--- src/rtl/rx_err_pkg.sv ---
package rx_err_pkg;
  localparam int DATA_W = 8;

  typedef struct packed {
    logic              brk;
    logic              frm;
    logic              par;
    logic [DATA_W-1:0] data;
  } rx_ent_t;

  localparam int ENT_W = $bits(rx_ent_t);

  localparam int ST_READY = 0;
  localparam int ST_OVR   = 1;
  localparam int ST_PAR   = 2;
  localparam int ST_FRM   = 3;
  localparam int ST_BRK   = 4;
  localparam int ST_SUM   = 7;

  function automatic logic ent_bad(input rx_ent_t e);
    return e.brk | e.frm | e.par;
  endfunction
endpackage

--- src/rtl/rx_err_store.sv ---
module rx_err_store
  import rx_err_pkg::*;
#(
  parameter int DEPTH = 64
) (
  input  logic    clk,
  input  logic    rst_n,
  input  logic    push,
  input  rx_ent_t push_ent,
  input  logic    pop,
  output rx_ent_t head_ent,
  output rx_ent_t second_ent,
  output logic    empty,
  output logic    full,
  output logic    multi
);
  localparam int AW = $clog2(DEPTH);
  localparam int CW = AW + 1;
  localparam logic [CW-1:0] DEPTH_C = CW'(DEPTH);

  rx_ent_t         mem [DEPTH];
  logic [AW-1:0]   wr_ptr_q, wr_ptr_d;
  logic [AW-1:0]   rd_ptr_q, rd_ptr_d;
  logic [CW-1:0]   cnt_q, cnt_d;
  logic [AW-1:0]   rd_ptr_nx;

  function automatic logic [AW-1:0] wrap_inc(input logic [AW-1:0] p);
    if (p == AW'(DEPTH - 1)) return '0;
    return p + AW'(1);
  endfunction

  assign rd_ptr_nx = wrap_inc(rd_ptr_q);

  always_comb begin
    wr_ptr_d = wr_ptr_q;
    rd_ptr_d = rd_ptr_q;
    cnt_d    = cnt_q;
    if (push) wr_ptr_d = wrap_inc(wr_ptr_q);
    if (pop)  rd_ptr_d = rd_ptr_nx;
    case ({push, pop})
      2'b10:   cnt_d = cnt_q + CW'(1);
      2'b01:   cnt_d = cnt_q - CW'(1);
      default: cnt_d = cnt_q;
    endcase
  end

  always_ff @(posedge clk or negedge rst_n) begin
    if (!rst_n) begin
      wr_ptr_q <= '0;
      rd_ptr_q <= '0;
      cnt_q    <= '0;
    end else begin
      wr_ptr_q <= wr_ptr_d;
      rd_ptr_q <= rd_ptr_d;
      cnt_q    <= cnt_d;
    end
  end

  always_ff @(posedge clk) begin
    if (push) mem[wr_ptr_q] <= push_ent;
  end

  assign empty      = (cnt_q == '0);
  assign full       = (cnt_q == DEPTH_C);
  assign multi      = (cnt_q > CW'(1));
  assign head_ent   = empty ? '0 : mem[rd_ptr_q];
  assign second_ent = multi ? mem[rd_ptr_nx] : '0;
endmodule

--- src/rtl/rx_err_tally.sv ---
module rx_err_tally #(
  parameter int DEPTH = 64
) (
  input  logic clk,
  input  logic rst_n,
  input  logic inc,
  input  logic dec,
  output logic any
);
  localparam int CW = $clog2(DEPTH) + 1;

  logic [CW-1:0] bad_q, bad_d;

  always_comb begin
    case ({inc, dec})
      2'b10:   bad_d = bad_q + CW'(1);
      2'b01:   bad_d = bad_q - CW'(1);
      default: bad_d = bad_q;
    endcase
  end

  always_ff @(posedge clk or negedge rst_n) begin
    if (!rst_n) bad_q <= '0;
    else        bad_q <= bad_d;
  end

  assign any = (bad_q != '0);
endmodule

--- src/rtl/rx_err_status.sv ---
module rx_err_status
  import rx_err_pkg::*;
(
  input  logic       clk,
  input  logic       rst_n,
  input  logic       empty,
  input  rx_ent_t    head_ent,
  input  logic       err_any,
  input  logic       ovr_evt,
  input  logic       arr_evt,
  input  logic       head_evt,
  input  logic       lsr_rd,
  input  logic       lsr_ie,
  output logic [7:0] lsr,
  output logic       irq
);
  logic ovr_q, ovr_d;
  logic pend_q, pend_d;
  logic set_any;

  assign set_any = ovr_evt | arr_evt | head_evt;

  always_comb begin
    ovr_d  = ovr_q;
    pend_d = pend_q;
    if (lsr_rd)  ovr_d  = 1'b0;
    if (ovr_evt) ovr_d  = 1'b1;
    if (lsr_rd)  pend_d = 1'b0;
    if (set_any) pend_d = 1'b1;
  end

  always_ff @(posedge clk or negedge rst_n) begin
    if (!rst_n) begin
      ovr_q  <= 1'b0;
      pend_q <= 1'b0;
    end else begin
      ovr_q  <= ovr_d;
      pend_q <= pend_d;
    end
  end

  always_comb begin
    lsr           = '0;
    lsr[ST_READY] = !empty;
    lsr[ST_OVR]   = ovr_q;
    lsr[ST_PAR]   = !empty && head_ent.par;
    lsr[ST_FRM]   = !empty && head_ent.frm;
    lsr[ST_BRK]   = !empty && head_ent.brk;
    lsr[ST_SUM]   = err_any;
  end

  assign irq = pend_q & lsr_ie;
endmodule

--- src/rtl/rx_err_fifo.sv ---
module rx_err_fifo
  import rx_err_pkg::*;
#(
  parameter int DEPTH = 64
) (
  input  logic              clk,
  input  logic              rst_n,
  input  logic              wr_en,
  input  logic [DATA_W-1:0] wr_data,
  input  logic              wr_par,
  input  logic              wr_frm,
  input  logic              wr_brk,
  input  logic              rd_en,
  output logic [DATA_W-1:0] rd_data,
  input  logic              lsr_rd,
  input  logic              lsr_ie,
  output logic [7:0]        lsr,
  output logic              irq
);
  rx_ent_t in_ent, head_ent, second_ent;
  logic    empty, full, multi;
  logic    push, pop;
  logic    err_any;
  logic    arr_evt, head_evt, ovr_evt;

  always_comb begin
    in_ent.data = wr_data;
    in_ent.par  = wr_par;
    in_ent.frm  = wr_frm;
    in_ent.brk  = wr_brk;
  end

  assign push     = wr_en && !full;
  assign pop      = rd_en && !empty;
  assign ovr_evt  = wr_en && full;
  assign arr_evt  = push && ent_bad(in_ent);
  assign head_evt = pop && multi && ent_bad(second_ent);

  rx_err_store #(.DEPTH(DEPTH)) u_store (
    .clk(clk), .rst_n(rst_n),
    .push(push), .push_ent(in_ent), .pop(pop),
    .head_ent(head_ent), .second_ent(second_ent),
    .empty(empty), .full(full), .multi(multi)
  );

  rx_err_tally #(.DEPTH(DEPTH)) u_tally (
    .clk(clk), .rst_n(rst_n),
    .inc(arr_evt), .dec(pop && ent_bad(head_ent)),
    .any(err_any)
  );

  rx_err_status u_status (
    .clk(clk), .rst_n(rst_n),
    .empty(empty), .head_ent(head_ent), .err_any(err_any),
    .ovr_evt(ovr_evt), .arr_evt(arr_evt), .head_evt(head_evt),
    .lsr_rd(lsr_rd), .lsr_ie(lsr_ie),
    .lsr(lsr), .irq(irq)
  );

  assign rd_data = head_ent.data;
endmodule

--- config.mk ---
export PLATFORM = sky130hd
export DESIGN_NAME = rx_err_fifo
export DESIGN_NICKNAME = d
export VERILOG_FILES = /design/src/rtl/rx_err_pkg.sv /design/src/rtl/rx_err_store.sv /design/src/rtl/rx_err_tally.sv /design/src/rtl/rx_err_status.sv /design/src/rtl/rx_err_fifo.sv
export SDC_FILE = /design/constraint.sdc
export NUM_CORES = 1
export LEC_CHECK = 0
export ABC_AREA = 1
export ABC_CLOCK_PERIOD_IN_PS = 4000
export BUFFER_PORTS_ARGS = -buffer_cell sky130_fd_sc_hd__buf_2
export CORE_MARGIN = 4
export CORE_UTILIZATION = 45
export CTS_BUF_LIST = sky130_fd_sc_hd__clkbuf_2
export DETAILED_ROUTE_END_ITERATION = 8
export SETUP_SLACK_MARGIN = 0.5
export SKIP_LAST_GASP = 1
export SYNTH_ARGS = -nofsm -noshare
export SYNTH_HDL_FRONTEND = slang
export SYNTH_SLANG_ARGS = --single-unit
--- constraint.sdc ---
create_clock -name clk -period 4 [get_ports clk]
set_clock_uncertainty 0.1 [all_clocks]
set_input_delay 0 -clock clk [delete_from_list [all_inputs] [get_ports clk]]
set_output_delay 0 -clock clk [all_outputs]
set_load 0.01 [all_outputs]
After elaboration in Yosys (flattened, before gate mapping)
Memory sizes are Yosys's and may differ from the RTL's.
Cells that the tools add are included.

storage, ports and cells
  bits in registers = 28
  memory bits (writable) = 704
  bits of input ports = 17
  output and inout bits = 17
  word-level logic and storage cells = 64
  memories = 1

memory list
  memory       depth  bits a word  rd ports  clocked after Yosys merged registers in  wr ports  RTL line            text
  u_store.mem  64     11           2         0                                        1         rx_err_store.sv:21  rx_ent_t mem [DEPTH];

cells by class
  add/sub/neg operators = 6
  order comparisons = 1
  eq/ne operators = 7
  multiplexer cells = 16
  bitwise operators = 9
  reduce and logical (&&, ||, !) cells = 18

operator list
  operator                                              number
  case mux 7 bit (2 select lines)                       2
  two-way mux 6 bit                                     4
  two-way mux 11 bit                                    2
  adder 7 x 1 -> 7 bit (second input constant)          2
  subtractor 7 x 1 -> 7 bit (second input constant)     2
  adder 6 x 1 -> 6 bit (second input constant)          2
  equality test 6 bit (second input constant)           2
  logical AND 1 bit                                     10
  two-way mux 1 bit                                     8
  bitwise OR 1 bit                                      8
  nonzero test 2 bit                                    4
  equality test 7 bit (second input constant)           1
  > comparator 7 x 1 -> 1 bit (second input constant)   1
  zero test 7 bit                                       1
  nonzero test 7 bit                                    1
  equality test 2 x 1 -> 1 bit (second input constant)  2
  equality test 2 bit (second input constant)           2
  zero test 1 bit                                       2
  AND 1 bit                                             1

Depth between registers and ports, before layout
An unclocked memory read counts as a cell.

  word-level depth = 10
  mapped depth = 26
  depth with buffers taken out = 23

Modules after synthesis
From an unflattened synthesis, not the netlist that was laid out.

unflattened totals
  cell total of the unflattened synthesis = 3991
  area total of the unflattened synthesis = 36951.7 sq um

modules (own cells, without submodules)
  module         times used  cells each  area an instance (sq um)  seq. area each (sq um)
  rx_err_store   1           3847        36089.6                   21615.7
  rx_err_tally   1           100         624.3                     175.2
  rx_err_status  1           24          148.9                     50.0
  rx_err_fifo    1           20          88.8                      0.0

Worst setup path before layout
Ideal clock, no wire load.

  path type = flip-flop to flip-flop
  start = register u_store.rd_ptr_q[0]
  end = register u_tally.bad_q[6]
  setup time = 79 ps
  arrival = 3169 ps
  data required time = 3821 ps
  setup slack = 652 ps
  stages on the path, launching flop included = 23
  path buffers = 2
  clock period less this slack = 3348 ps
  path through = dfrtp_1 buf_6 buf_2 or2_2 o211ai_1 nand3_1 o211ai_1 nand2_1 inv_1 nand2_1 nor2_1 a21oi_1 ha_1 fa_1 nand2_1 nand2_1 a21oi_1 or2_2 nand2_1 a21oi_1 o21ai_0 a21oi_1 xor2_1

between the ends
  word-level cells in the longest chain between the ends = 7
  elaborated cells on any way between the ends = 9
  those cells by class = eq/ne (2); mux (2); bitwise (2); reduce/logical (2); memory (1)

ends and longest elaborated chain
  element                                                                       RTL line            text
  start, declared                                                               rx_err_store.sv:23  logic [AW-1:0] rd_ptr_q, rd_ptr_d;
  start signal, assigned                                                        rx_err_store.sv:54  rd_ptr_q <= rd_ptr_d;
  memory read (64 x 11 bit) *                                                   n/a
  two-way mux 11 bit *                                                          rx_err_store.sv:66  assign head_ent = empty ? '0 : mem[rd_ptr_q];
  bitwise OR 1 bit                                                              rx_err_pkg.sv:21    return e.brk | e.frm | e.par;
  bitwise OR 1 bit *                                                            rx_err_pkg.sv:21
  logical AND 1 bit *                                                           rx_err_fifo.sv:48   .inc(arr_evt), .dec(pop && ent_bad(head_ent)),
  equality test 2 x 1 -> 1 bit / equality test 2 bit (equally long branches)    rx_err_tally.sv:15  case ({inc, dec})
  case mux 7 bit (2 select lines) / nonzero test 2 bit (equally long branches)  n/a
  end signal, assigned                                                          rx_err_tally.sv:23  if (!rst_n) bad_q <= '0;
  end signal, assigned                                                          rx_err_tally.sv:24  else bad_q <= bad_d;
  end, declared                                                                 rx_err_tally.sv:12  logic [CW-1:0] bad_q, bad_d;

Mark *: on every way between the ends. The rest lies on a longest branch, timed or not.
A chain may end at the register's enable or synchronous reset.

Final worst setup path
  start = register u_store.rd_ptr_q[0]
  end = output rd_data[4]

between the ends
  word-level cells in the longest chain between the ends = 2

ends and longest elaborated chain
  element                    RTL line            text
  memory read (64 x 11 bit)  n/a
  two-way mux 11 bit         rx_err_store.sv:66
  end, declared              rx_err_fifo.sv:14   output logic [DATA_W-1:0] rd_data,

Every way passes these cells.

==> impl_results.md <==
- RePlAce Congestion: 0.904
- Synth unique cells: 53
- CTS tree: yes
- Largest stage delay, worst path: 590 ps
- Post-Synth Adder-Cell Area: 0.00546
- Vias per inst: 5.78
- CP top delay family: buffers and inverters
- Num CTS Buffers: 183
- Crit path max-delay cell type: dfrtp_4
- DP HPWL: 52,500 microns
- Crit path cell chain: buf_12 -> clkbuf_16 -> clkbuf_16 -> buf_12 -> mux2i_1 -> o211ai_1 -> nand3_1 -> o21ai_1 -> nand2_2 -> a31oi_4 -> buf_2
- Crit. path cell count: 11
- Area Growth Syn to Fin: 19.9%
- Residual DRC count: 0
- Drt pass-1 iters: 7
- Synthesized instance count: 2,615
- Worst-path clk slew: 100 ps
- Routed wire length: 94,600 microns
- Yosys warning count: 0
- F_max: 0.258 GHz
- Pre-CTS setup slack: 182 ps
- Final Hold Fails: 0
- Cell area power density: 654 nW/um^2
- Nets@finish: 2,978
- Die height: 271 microns
- Final antenna-violating net count: 0
- Top cell type's share of synthesized area: 0.678
- Final Max Slew Viols: 0
- Crit Path Class: reg2out
- Aggregate global routing overflow: 0
- VDD IR-drop max: 0.000339 V
- Worst setup EP type: output port
- Switching power total: 9.79 mW
- Worst-margin pin slew: 1130 ps
- Yosys top cell by area: edfxtp_1
- Buffers on Ports: 31
- Seq pwr share: 0.370
- Total power: 24.5 mW
- Cell Rows: 96
- DR iter-0 viols: 2,971
- CP Launch Type: flip-flop
- Slew HR: 0.245
- Tcrit/Tclk final: 0.969
- Vias in the first global route: 22.3k
- Avg WL per Cell: 23.6 microns
- Final period demand of the worst path: 3880 ps
- Clock sink count: 732
- Share of layout cells above drive strength 1: 0.226
- Reg-to-Reg Start: u_store.rd_ptr_q[0]
- First-pass GRT wire length: 138,000 microns
- Largest family of logic cells by synthesized area: simple AND/OR/NAND/NOR gates
- Post-synthesis simple-gate area fraction: 0.125
- Multiplexer share of the synthesized area: 0.00899
- Vias: 23.2k
- WHS Path Cells: 4
- Seq/Total Area, Yosys: 0.700
- Hold_sp: lsr_ie
- Buf/Inv on CP: 5
- Core Region: 68,700 sq um
- Post-Synth XOR/XNOR Area: 0.00337
- Compound-Gate Fraction of Synth Area: 0.113
- Leak: 13.6 nW
- GRT Overall Usage: 0.248
- Die X: 271 microns
- RSZ-0062 raised after global routing: yes
- WP data required: 3900 ps
- Hold Path Class: in2out
- Fillers: 5,759
- Top cells by area, synth: edfxtp_1, o21ai_0, nand2_1
- Synth Register Bits: 732
- CP Max Fanout: 8
- Largest net degree at the start of global routing: 65
- Setup ws final: 122 ps
- Ports: 34
- Syn Area/Cell: 11.9 sq um
- Max cap viols: 0
- Switching Fraction: 0.400
- Clock share of power: 0.207
- Crit path launch: u_store.rd_ptr_q[0]
- Final setup violation count: 0
- Worst-skew pair later-pin latency: 1360 ps
- Antenna violations before repair: 1
- Worst Path Arrival: 3780 ps
- Die area: 73,600 sq um
- CTS Root Buffer Type: clkbuf_2
- Total internal power: 14.7 mW
- CTS Buffer Depth: 3
- Gate power share: 0.423
- Area of the mapped netlist: 31,200 sq um
- H-tree Lvls: 4
- Starting Density: 0.454
- Outcome: complete, no violations
- Cells on worst reg2reg path: 26
-- power by group through the flow --
| stage | logic, mW | clock network (mW) | registers [mW] |
|---|---|---|---|
| global route | 11.0 | 5.64 | 9.09 |
| CTS | 9.38 | 5.16 | 9.04 |
| finish | 10.4 | 5.06 | 9.06 |
| floorplan | 4.93 | 0 | 9.09 |
| global placement | 7.70 | 0 | 9.18 |
| detailed placement | 7.79 | 0 | 9.19 |
-- routing by layer --
layer,up-vias,share of wire,GRT usage
met3,189,0.095,0.0579
li1,10291,-,-
met5,-,0,0
met2,1332,0.46,0.383
met4,0,0.030,0.0922
met1,11383,0.42,0.344
-- worst paths after layout --
check                                       to  slack (ps)
setup / recovery                    rd_data[4]         120
max in group asynchronous  u_store.wr_ptr_q[2]        2890
hold reg to reg               u_tally.bad_q[6]         410
hold / removal                             irq         180
setup reg to reg              u_tally.bad_q[6]         140
min in group asynchronous     u_tally.bad_q[0]         620
-- worst reg2reg max path, delay by kind of cell (launching register included) --
kind	cells	cell delay [ps]
compound gates	6	830
xor+xnor	1	140
fa+ha+maj	2	560
buf+inv	5	640
flops	1	570
simple gates	12	1000
-- flip-flops by register name, indices dropped and copies added, names as in the netlist --
register,count
u_status.pend_q,1
u_tally.bad_q,7
u_status.ovr_q,1
u_store.mem,704
u_store.cnt_q,7
u_store.wr_ptr_q,6
u_store.rd_ptr_q,6
-- cell type report --
class / instances / area, sq um / area share
multi-input cells: 1623 / 8630 / 0.231
clock inverters: 62 / 394 / 0.0105
inverters: 96 / 385 / 0.0103
well taps: 931 / 1160 / 0.0311
clock buffers: 253 / 1270 / 0.0339
repair buffers: 312 / 3700 / 0.0989
flip-flops and latches: 732 / 21800 / 0.584
diodes: 1 / 2.50 / 0.0000669
-- cell usage after synthesis, drive strengths merged --
master     n
nand4     13
o22ai     83
nor2     377
o211ai    63
xnor2      3
edfxtp   704
clkbuf    51
inv       93
a211oi     3
conb       1
o21a       1
nand3    145
o21ai    328
nor3      22
or3        9
fa         1
a22oi      1
xor2       9
clkinv     3
mux2i     28
nor4       2
o21bai     1
a31oi      8
o2111ai    1
o221a      1
buf      114
o31ai      2
or2        4
o32ai      1
ha        12
a21oi     95
o221ai    29
a22o       1
o211a      1
dfrtp     28
nand2    377
-- per-stage QoR --
stage	setup TNS [ps]	util	cell area, sq um	std cells	hold WS [ps]
2_1_floorplan	0	-	31200	2616	-396
3_3_place_gp	0	0.478	32800	3565	-21.3
3_5_place_dp	0	0.478	32800	3565	-7.84
4_1_cts	0	0.532	36500	3975	6.97
5_1_grt	-42.7	0.544	37400	4010	56.3
6_report	0	0.544	37400	4010	179
-- placed cells by master, fill, tap and decap left out, types with 9 or more instances in the layout --
master         count
clkinv_2          10
xor2_1             9
dfrtp_1           25
o21ai_0          260
buf_6             21
clkbuf_2         253
nand2_1          342
a21oi_1           75
clkinv_1          41
o22ai_2           22
clkbuf_16         13
buf_16            26
o211ai_1          63
nand2_2           31
buf_4            153
nand3_1          139
nand4_1           12
buf_2             23
buf_12            26
inv_1             84
nor3_1            18
o21ai_1           57
o22ai_1           60
or3_1              9
nor2_1           367
dlygate4sd3_1     40
o21ai_2           11
o221ai_1          28
mux2i_1           28
a21oi_2           17
edfxtp_1         704
-- what timing repair did --
action,CTS,global route
endpoints found under the hold margin,1375,0
gates resized for setup,168,127
buffers inserted,29,22
gates cloned,20,13
setup endpoints to repair,13,18
pin swaps,33,78
hold buffers,46,0
-- cell families after synthesis --
kind of cell | Yosys count
AND/OR/NAND/NOR | 949
flip-flops | 732
AO/OA/AOI/OAI | 619
buffers and inverters | 261
multiplexers | 28
adder cells (fa/ha/maj) | 13
XOR/XNOR | 12
other | 1
Power figures use the tool's default switching activity.
